--- src/rtl/regport_pkg.sv ---
package regport_pkg;

  typedef enum logic [1:0] {
    ST_IDLE,
    ST_ADDR,
    ST_TERM
  } phase_t;

  typedef struct packed {
    logic csAct;
    logic latchAddr;
    logic doWrite;
    logic doRead;
    logic term;
  } ctrlStb_t;

endpackage

--- src/rtl/regport_sync.sv ---
module regport_sync #(
  parameter int WIDTH  = 1,
  parameter int STAGES = 2
) (
  input  logic             clk,
  input  logic             rstN,
  input  logic [WIDTH-1:0] din,
  output logic [WIDTH-1:0] dout
);

  logic [WIDTH-1:0] pipe [STAGES];

  always_ff @(posedge clk or negedge rstN) begin
    if (!rstN) begin
      for (int i = 0; i < STAGES; i++) pipe[i] <= '0;
    end else begin
      pipe[0] <= din;
      for (int i = 1; i < STAGES; i++) pipe[i] <= pipe[i-1];
    end
  end

  assign dout = pipe[STAGES-1];

endmodule

--- src/rtl/regport_ctrl.sv ---
module regport_ctrl
  import regport_pkg::*;
#(
  parameter int GAP_CYC     = 2,
  parameter int SYNC_STAGES = 2
) (
  input  logic     clk,
  input  logic     rstN,
  input  logic     busMode,
  input  logic     csN,
  input  logic     addrStb,
  input  logic     dataStb,
  input  logic     rdWr,
  input  logic     mstReq,
  output ctrlStb_t stb,
  output logic     violation
);

  localparam int GAP_W = $clog2(GAP_CYC + 1);
  localparam logic [GAP_W-1:0] GAP_LIM = GAP_W'(GAP_CYC);

  logic [3:0] rawIn;
  logic [3:0] syncIn;
  logic       mstSync;

  assign rawIn = {~csN, addrStb, dataStb, rdWr};

  regport_sync #(.WIDTH(4), .STAGES(SYNC_STAGES)) uSyncBus (
    .clk  (clk),
    .rstN (rstN),
    .din  (rawIn),
    .dout (syncIn)
  );

  // master request is delayed by the same depth so both sides line up
  regport_sync #(.WIDTH(1), .STAGES(SYNC_STAGES)) uSyncMst (
    .clk  (clk),
    .rstN (rstN),
    .din  (mstReq),
    .dout (mstSync)
  );

  logic csAct, asLvl, dsLvl, rwLvl;
  assign {csAct, asLvl, dsLvl, rwLvl} = syncIn;

  logic csPrev, asPrev;
  always_ff @(posedge clk or negedge rstN) begin
    if (!rstN) begin
      csPrev <= 1'b0;
      asPrev <= 1'b0;
    end else begin
      csPrev <= csAct;
      asPrev <= asLvl;
    end
  end

  logic csRise, asRise, asFall, addrEdge, hostRead;
  assign csRise   = csAct & ~csPrev;
  assign asRise   = asLvl & ~asPrev;
  assign asFall   = ~asLvl & asPrev;
  assign addrEdge = busMode ? asFall : asRise;
  assign hostRead = busMode ? rwLvl : ~rwLvl;

  // clocks elapsed since the master request dropped, saturating
  logic [GAP_W-1:0] gapCnt;
  always_ff @(posedge clk or negedge rstN) begin
    if (!rstN)               gapCnt <= GAP_LIM;
    else if (mstSync)        gapCnt <= '0;
    else if (gapCnt < GAP_LIM) gapCnt <= gapCnt + 1'b1;
  end

  logic violSet, violQ, blocked;
  assign violSet = (csRise & (mstSync | (gapCnt < GAP_LIM))) | (csAct & mstSync);

  always_ff @(posedge clk or negedge rstN) begin
    if (!rstN)        violQ <= 1'b0;
    else if (!csAct)  violQ <= 1'b0;
    else if (violSet) violQ <= 1'b1;
  end

  assign blocked   = violQ | violSet;
  assign violation = violQ;

  phase_t state, nxt;

  always_ff @(posedge clk or negedge rstN) begin
    if (!rstN) state <= ST_IDLE;
    else       state <= nxt;
  end

  always_comb begin
    nxt       = state;
    stb       = '0;
    stb.csAct = csAct;
    unique case (state)
      ST_IDLE: begin
        if (csAct && !blocked && addrEdge) begin
          stb.latchAddr = 1'b1;
          nxt           = ST_ADDR;
        end
      end
      ST_ADDR: begin
        if (!csAct || blocked) begin
          nxt = ST_IDLE;
        end else if (dsLvl) begin
          stb.doRead  = hostRead;
          stb.doWrite = ~hostRead;
          nxt         = ST_TERM;
        end
      end
      ST_TERM: begin
        stb.term = csAct & ~blocked;
        if (!csAct || !dsLvl || blocked) nxt = ST_IDLE;
      end
      default: nxt = ST_IDLE;
    endcase
  end

endmodule

--- src/rtl/regport_dp.sv ---
module regport_dp
  import regport_pkg::*;
#(
  parameter int ADDR_W = 6,
  parameter int DATA_W = 16,
  parameter int BUS_W  = 32
) (
  input  logic              clk,
  input  logic              rstN,
  input  logic              busMode,
  input  ctrlStb_t          stb,
  input  logic [ADDR_W-1:0] regAddr,
  input  logic [DATA_W-1:0] wrData,
  output logic [BUS_W-1:0]  rdData,
  output logic              dataOe,
  output logic [1:0]        ackN,
  output logic              ackOe,
  output logic              readyOut
);

  localparam int DEPTH = 1 << ADDR_W;
  localparam int PAD_W = BUS_W - DATA_W;

  logic [ADDR_W-1:0] addrQ;
  logic [DATA_W-1:0] regs [DEPTH];
  logic [DATA_W-1:0] rdQ;
  logic              rdValid;

  always_ff @(posedge clk or negedge rstN) begin
    if (!rstN)              addrQ <= '0;
    else if (stb.latchAddr) addrQ <= regAddr;
  end

  always_ff @(posedge clk or negedge rstN) begin
    if (!rstN) begin
      for (int i = 0; i < DEPTH; i++) regs[i] <= '0;
    end else if (stb.doWrite) begin
      regs[addrQ] <= wrData;
    end
  end

  always_ff @(posedge clk or negedge rstN) begin
    if (!rstN) begin
      rdQ     <= '0;
      rdValid <= 1'b0;
    end else if (stb.doRead) begin
      rdQ     <= regs[addrQ];
      rdValid <= 1'b1;
    end else if (stb.doWrite) begin
      rdValid <= 1'b0;
    end
  end

  generate
    if (PAD_W > 0) begin : gPad
      assign rdData = {{PAD_W{1'b0}}, rdQ};
    end else begin : gNoPad
      assign rdData = rdQ[BUS_W-1:0];
    end
  endgenerate

  assign dataOe   = stb.term & rdValid;
  assign ackN     = (busMode && stb.term) ? 2'b00 : 2'b11;
  assign ackOe    = busMode & stb.csAct;
  assign readyOut = ~busMode & stb.term;

endmodule

--- src/rtl/regport_top.sv ---
module regport_top
  import regport_pkg::*;
#(
  parameter int ADDR_W      = 6,
  parameter int DATA_W      = 16,
  parameter int BUS_W       = 32,
  parameter int GAP_CYC     = 2,
  parameter int SYNC_STAGES = 2
) (
  input  logic              clk,
  input  logic              rstN,
  input  logic              busMode,
  input  logic              csN,
  input  logic              addrStb,
  input  logic              dataStb,
  input  logic              rdWr,
  input  logic [ADDR_W-1:0] regAddr,
  input  logic [DATA_W-1:0] wrData,
  input  logic              mstReq,
  output logic [BUS_W-1:0]  rdData,
  output logic              dataOe,
  output logic [1:0]        ackN,
  output logic              ackOe,
  output logic              readyOut,
  output logic              violation
);

  ctrlStb_t ctrlStb;
  logic     csActive;

  regport_ctrl #(.GAP_CYC(GAP_CYC), .SYNC_STAGES(SYNC_STAGES)) uCtrl (
    .clk       (clk),
    .rstN      (rstN),
    .busMode   (busMode),
    .csN       (csN),
    .addrStb   (addrStb),
    .dataStb   (dataStb),
    .rdWr      (rdWr),
    .mstReq    (mstReq),
    .stb       (ctrlStb),
    .violation (violation)
  );

  regport_dp #(.ADDR_W(ADDR_W), .DATA_W(DATA_W), .BUS_W(BUS_W)) uDp (
    .clk      (clk),
    .rstN     (rstN),
    .busMode  (busMode),
    .stb      (ctrlStb),
    .regAddr  (regAddr),
    .wrData   (wrData),
    .rdData   (rdData),
    .dataOe   (dataOe),
    .ackN     (ackN),
    .ackOe    (ackOe),
    .readyOut (readyOut)
  );

  assign csActive = ctrlStb.csAct;

endmodule

--- config.mk ---
export PLATFORM = sky130hd
export DESIGN_NAME = regport_top
export DESIGN_NICKNAME = d
export VERILOG_FILES = /design/src/rtl/regport_pkg.sv /design/src/rtl/regport_sync.sv /design/src/rtl/regport_ctrl.sv /design/src/rtl/regport_dp.sv /design/src/rtl/regport_top.sv
export SDC_FILE = /design/constraint.sdc
export NUM_CORES = 1
export LEC_CHECK = 0
export BUFFER_PORTS_ARGS = -buffer_cell sky130_fd_sc_hd__buf_2
export CAP_MARGIN = 20
export CORE_ASPECT_RATIO = 1.2
export CORE_MARGIN = 4
export CORE_UTILIZATION = 40
export CTS_CLUSTER_DIAMETER = 200
export DETAILED_ROUTE_END_ITERATION = 10
export SLEW_MARGIN = 20
export SYNTH_ARGS = -nofsm -noshare
export SYNTH_HDL_FRONTEND = slang
export SYNTH_SLANG_ARGS = --single-unit
--- constraint.sdc ---
create_clock -name clk -period 3.1 [get_ports clk]
set_clock_uncertainty 0.05 [all_clocks]
set_input_delay 0.62 -clock clk [delete_from_list [all_inputs] [get_ports clk]]
set_output_delay 0.62 -clock clk [all_outputs]
set_load 0.1 [all_outputs]
==> flow_summary.ini <==
[logic_synthesis]
synth-edff-count = 0
synth_async_sr_flop_share_pct = 100
synth_fa_ha_area_share_pct = 0
synthCells = 3531
synthMuxAreaShare_pct = 32.3
synth_top_family_by_area = multiplexers
yosysUniqueCellTypes = 61
synth-seq-cells = 1064
ys_seq_area_share_pct = 54.9
yosysWarnings = 0
synth_xor_area_share_pct = 0.0542
synth_compound_gate_area_share_pct = 6.50
ys.flop_type = dfrtp_1
synth_simple_gate_area_share_pct = 2.85
synth.avg_cell_area_sq_um = 13.7
syn-cell-area_sq_um = 48500

[placed_design]
place_congestion = 0.852
numPlacedInstances = 5064
port_buffers = 51
dp_slack_ns = -0.190
dp_hpwl_um = 95500
dpl_cell_area_sq_um = 52000

[timing]
setup_tns_ns = -4.03
fin_ws_ns = -0.107
min_period_ns = 3.21
finalCritPeriodShare_pct = 103
hold_viol_final = 0
finalSetupViolations = 107
worstMarginPinSlew_ns = 1.16
slew_headroom_pct = 22.5
rsz0062_at_grt = yes
finalMaxSlewViolations = 0
fmaxAchievable_mhz = 312

[global_route]
grt_max_degree = 126
grt_antenna_before_repair = 10
grt_pass1_wl_um = 221000
grt_overflow = 0
grt_usage_pct = 23.3
grt_pass1_vias = 31900

[clocking]
cts-root-buf = clkbuf_16
clock-sinks = 1064
cts_buffer_depth = 3
worstSkewPairLatency_ns = 0.71
cts_tree = yes
cts_buffers = 108
h-tree-depth = 3
path_clk_slew_ns = 0.06

[worst_setup_path]
slowest_stage = dfstp_2
cp.arrival_ns = 3.74
required_ns = 3.64
cp_num_buf_inv = 1
startpoint_type = register
max_stage_delay_ns = 0.55
cp_max_fo = 16
cp-end-kind = register
crit_path_frequent_cell = nor2_1
crit_type = reg -> reg
cp_top_family = simple AND/OR/NAND/NOR gates
path_cells = nor2_1, nor4b_4, nand4_1, buf_4, nor2_1, nand2_2, mux2_2

[finish]
finalNetCount = 3660
drive_gt1_share_pct = 45.2
layout_common_cells = 1064 x mux2_2, 1060 x dfrtp_1, 313 x mux2i_1
fin_area_sq_um = 55800
fin_cells = 5274
final_common_cell = mux2_2
area_growth_syn_to_layout_pct = 15.2

[die]
initial_core_util_pct = 40.4
die_w_um = 326
die_h_um = 389
fp-row-count = 139
ios = 68
dieArea_sq_um = 127000
core_area_sq_um = 120000

[power]
clkPwrFrac_pct = 40.5
net-switching-power_w = 0.0101
total_power_w = 0.0342
sw_frac_of_total_pct = 29.5
power.share.combinational_pct = 18.3
power_leakage_nw = 27.0
power_density_nw_per_um2 = 612
vdd_drop_max_uv = 473
p_int_w = 0.0241
power_frac_seq_pct = 41.2

[outcome]
outcome = complete, but fails checks
violations = setup timing

[hold_path]
hold_path.class = in -> reg

[routing]
viasPerCell = 5.85
ant_nets = 0
wirelength_um = 149000
wl_per_cell_um = 28.2
drt_iter0_markers = 2382
drc = 0
dr.pass1.iters = 5
vias = 30900

[flow_run]
drv_cap = 0
[per-stage QoR]
| stage | utilization (%) | hold WS [ns] |
|---|---|---|
| detailed placement | 43.3 | 0.285 |
| global placement | 43.3 | 0.284 |
| finish | 46.5 | 0.119 |
| CTS | 46.5 | 0.0564 |
| floorplan | - | 0.274 |
| global route | 46.5 | 0.0945 |
[what timing repair did]
item | 4_1_cts | 5_1_grt
setup buffers | 0 | 1
setup endpoints to repair | 28 | 145
hold endpoints to repair | 18 | 0
hold buffers | 6 | 0
gates resized for setup | 8 | 4
[synth_stat cells (3+ instances only)]
master | instances | area [sq um]
a21oi_1 | 38 | 190
a221o_1 | 20 | 200
a221oi_1 | 54 | 473
a222oi_1 | 4 | 40.0
a22o_1 | 14 | 123
a22oi_1 | 78 | 586
a31oi_1 | 11 | 68.8
and2_1 | 10 | 62.6
and3_1 | 6 | 37.5
and4_1 | 4 | 35.0
buf_1 | 27 | 101
buf_2 | 104 | 521
buf_4 | 48 | 360
clkbuf_1 | 162 | 608
dfrtp_1 | 1063 | 26600
inv_1 | 6 | 22.5
mux2_2 | 1064 | 12000
mux2i_1 | 313 | 3130
mux4_2 | 25 | 563
nand2_1 | 48 | 180
nand2_2 | 28 | 175
nand2b_1 | 5 | 31.3
nand3_1 | 26 | 130
nand4_1 | 11 | 68.8
nor2_1 | 61 | 229
nor2_2 | 32 | 200
nor2b_1 | 10 | 62.6
nor3_2 | 3 | 30.0
o2111ai_1 | 3 | 26.3
o211ai_1 | 7 | 52.6
o21ai_0 | 85 | 425
o221ai_1 | 7 | 61.3
o22a_1 | 8 | 70.1
o22ai_1 | 99 | 619
o2bb2ai_1 | 4 | 35.0
o32a_1 | 6 | 60.1
or2_2 | 4 | 25.0
xor2_1 | 3 | 26.3
[cells by family (layout without fill, tap and decap cells)]
kind of cell | Yosys count | after routing
multiplexers | 1402 | 1402
AND/OR/NAND/NOR | 260 | 260
XOR/XNOR | 3 | 3
AO/OA/AOI/OAI | 453 | 453
flip-flops | 1064 | 1064
buffers and inverters | 348 | 522
other | 1 | 19
[flip-flops by register name (all words and copies together), names as in the netlist]
signal	flops
uDp.regs	1024
uDp.rdQ	16
uDp.addrQ	6
uCtrl.uSyncBus.dout	4
uCtrl.uSyncBus.pipe	4
uCtrl.gapCnt	2
uCtrl.state	2
uCtrl.asPrev	1
uCtrl.csPrev	1
uCtrl.uSyncMst.dout	1
uCtrl.uSyncMst.pipe	1
uCtrl.violation	1
uDp.rdValid	1
[metal layers]
layer  up-vias  GRT usage, %  share of wire (%)
met5         -             0              0.022
met4         6          9.60                4.3
met2       916          38.2                 48
met3       258          3.99                5.5
met1     16500          30.7                 43
li1      13200             -                  -
[cell type report]
cell class	instances	area, sq um
clock buffer	155	3220
sequential	1064	26600
inverter	6	26.3
multi-input combinational	2134	20400
timing repair buffer	316	3080
fill	10700	64200
tap	1551	1940
antenna	3	7.51
clock inverter	45	548
[final timing paths]
check	startpoint	end	slack [ns]	cells after the start
max in group asynchronous	rstN	uDp.regs[813]	1.49	4
min in group asynchronous	rstN	uDp.regs[105]	0.34	2
setup reg to reg	uCtrl.gapCnt[1]	uDp.regs[249]	-0.11	7
hold reg to reg	uCtrl.uSyncMst.pipe[1]	uCtrl.uSyncMst.dout	0.30	0
setup / recovery	uCtrl.gapCnt[1]	uDp.regs[249]	-0.11	7
hold / removal	regAddr[3]	uDp.addrQ[3]	0.12	2
[power by group through the flow]
stage	registers [W]	logic (W)	clock network (W)
2_1_floorplan	0.0143	0.00301	0
3_3_place_gp	0.0143	0.00615	0
3_5_place_dp	0.0143	0.00615	0
4_1_cts	0.0141	0.00617	0.0141
5_1_grt	0.0141	0.00645	0.0147
6_report	0.0141	0.00626	0.0138
(Power assumes the default switching activity.)
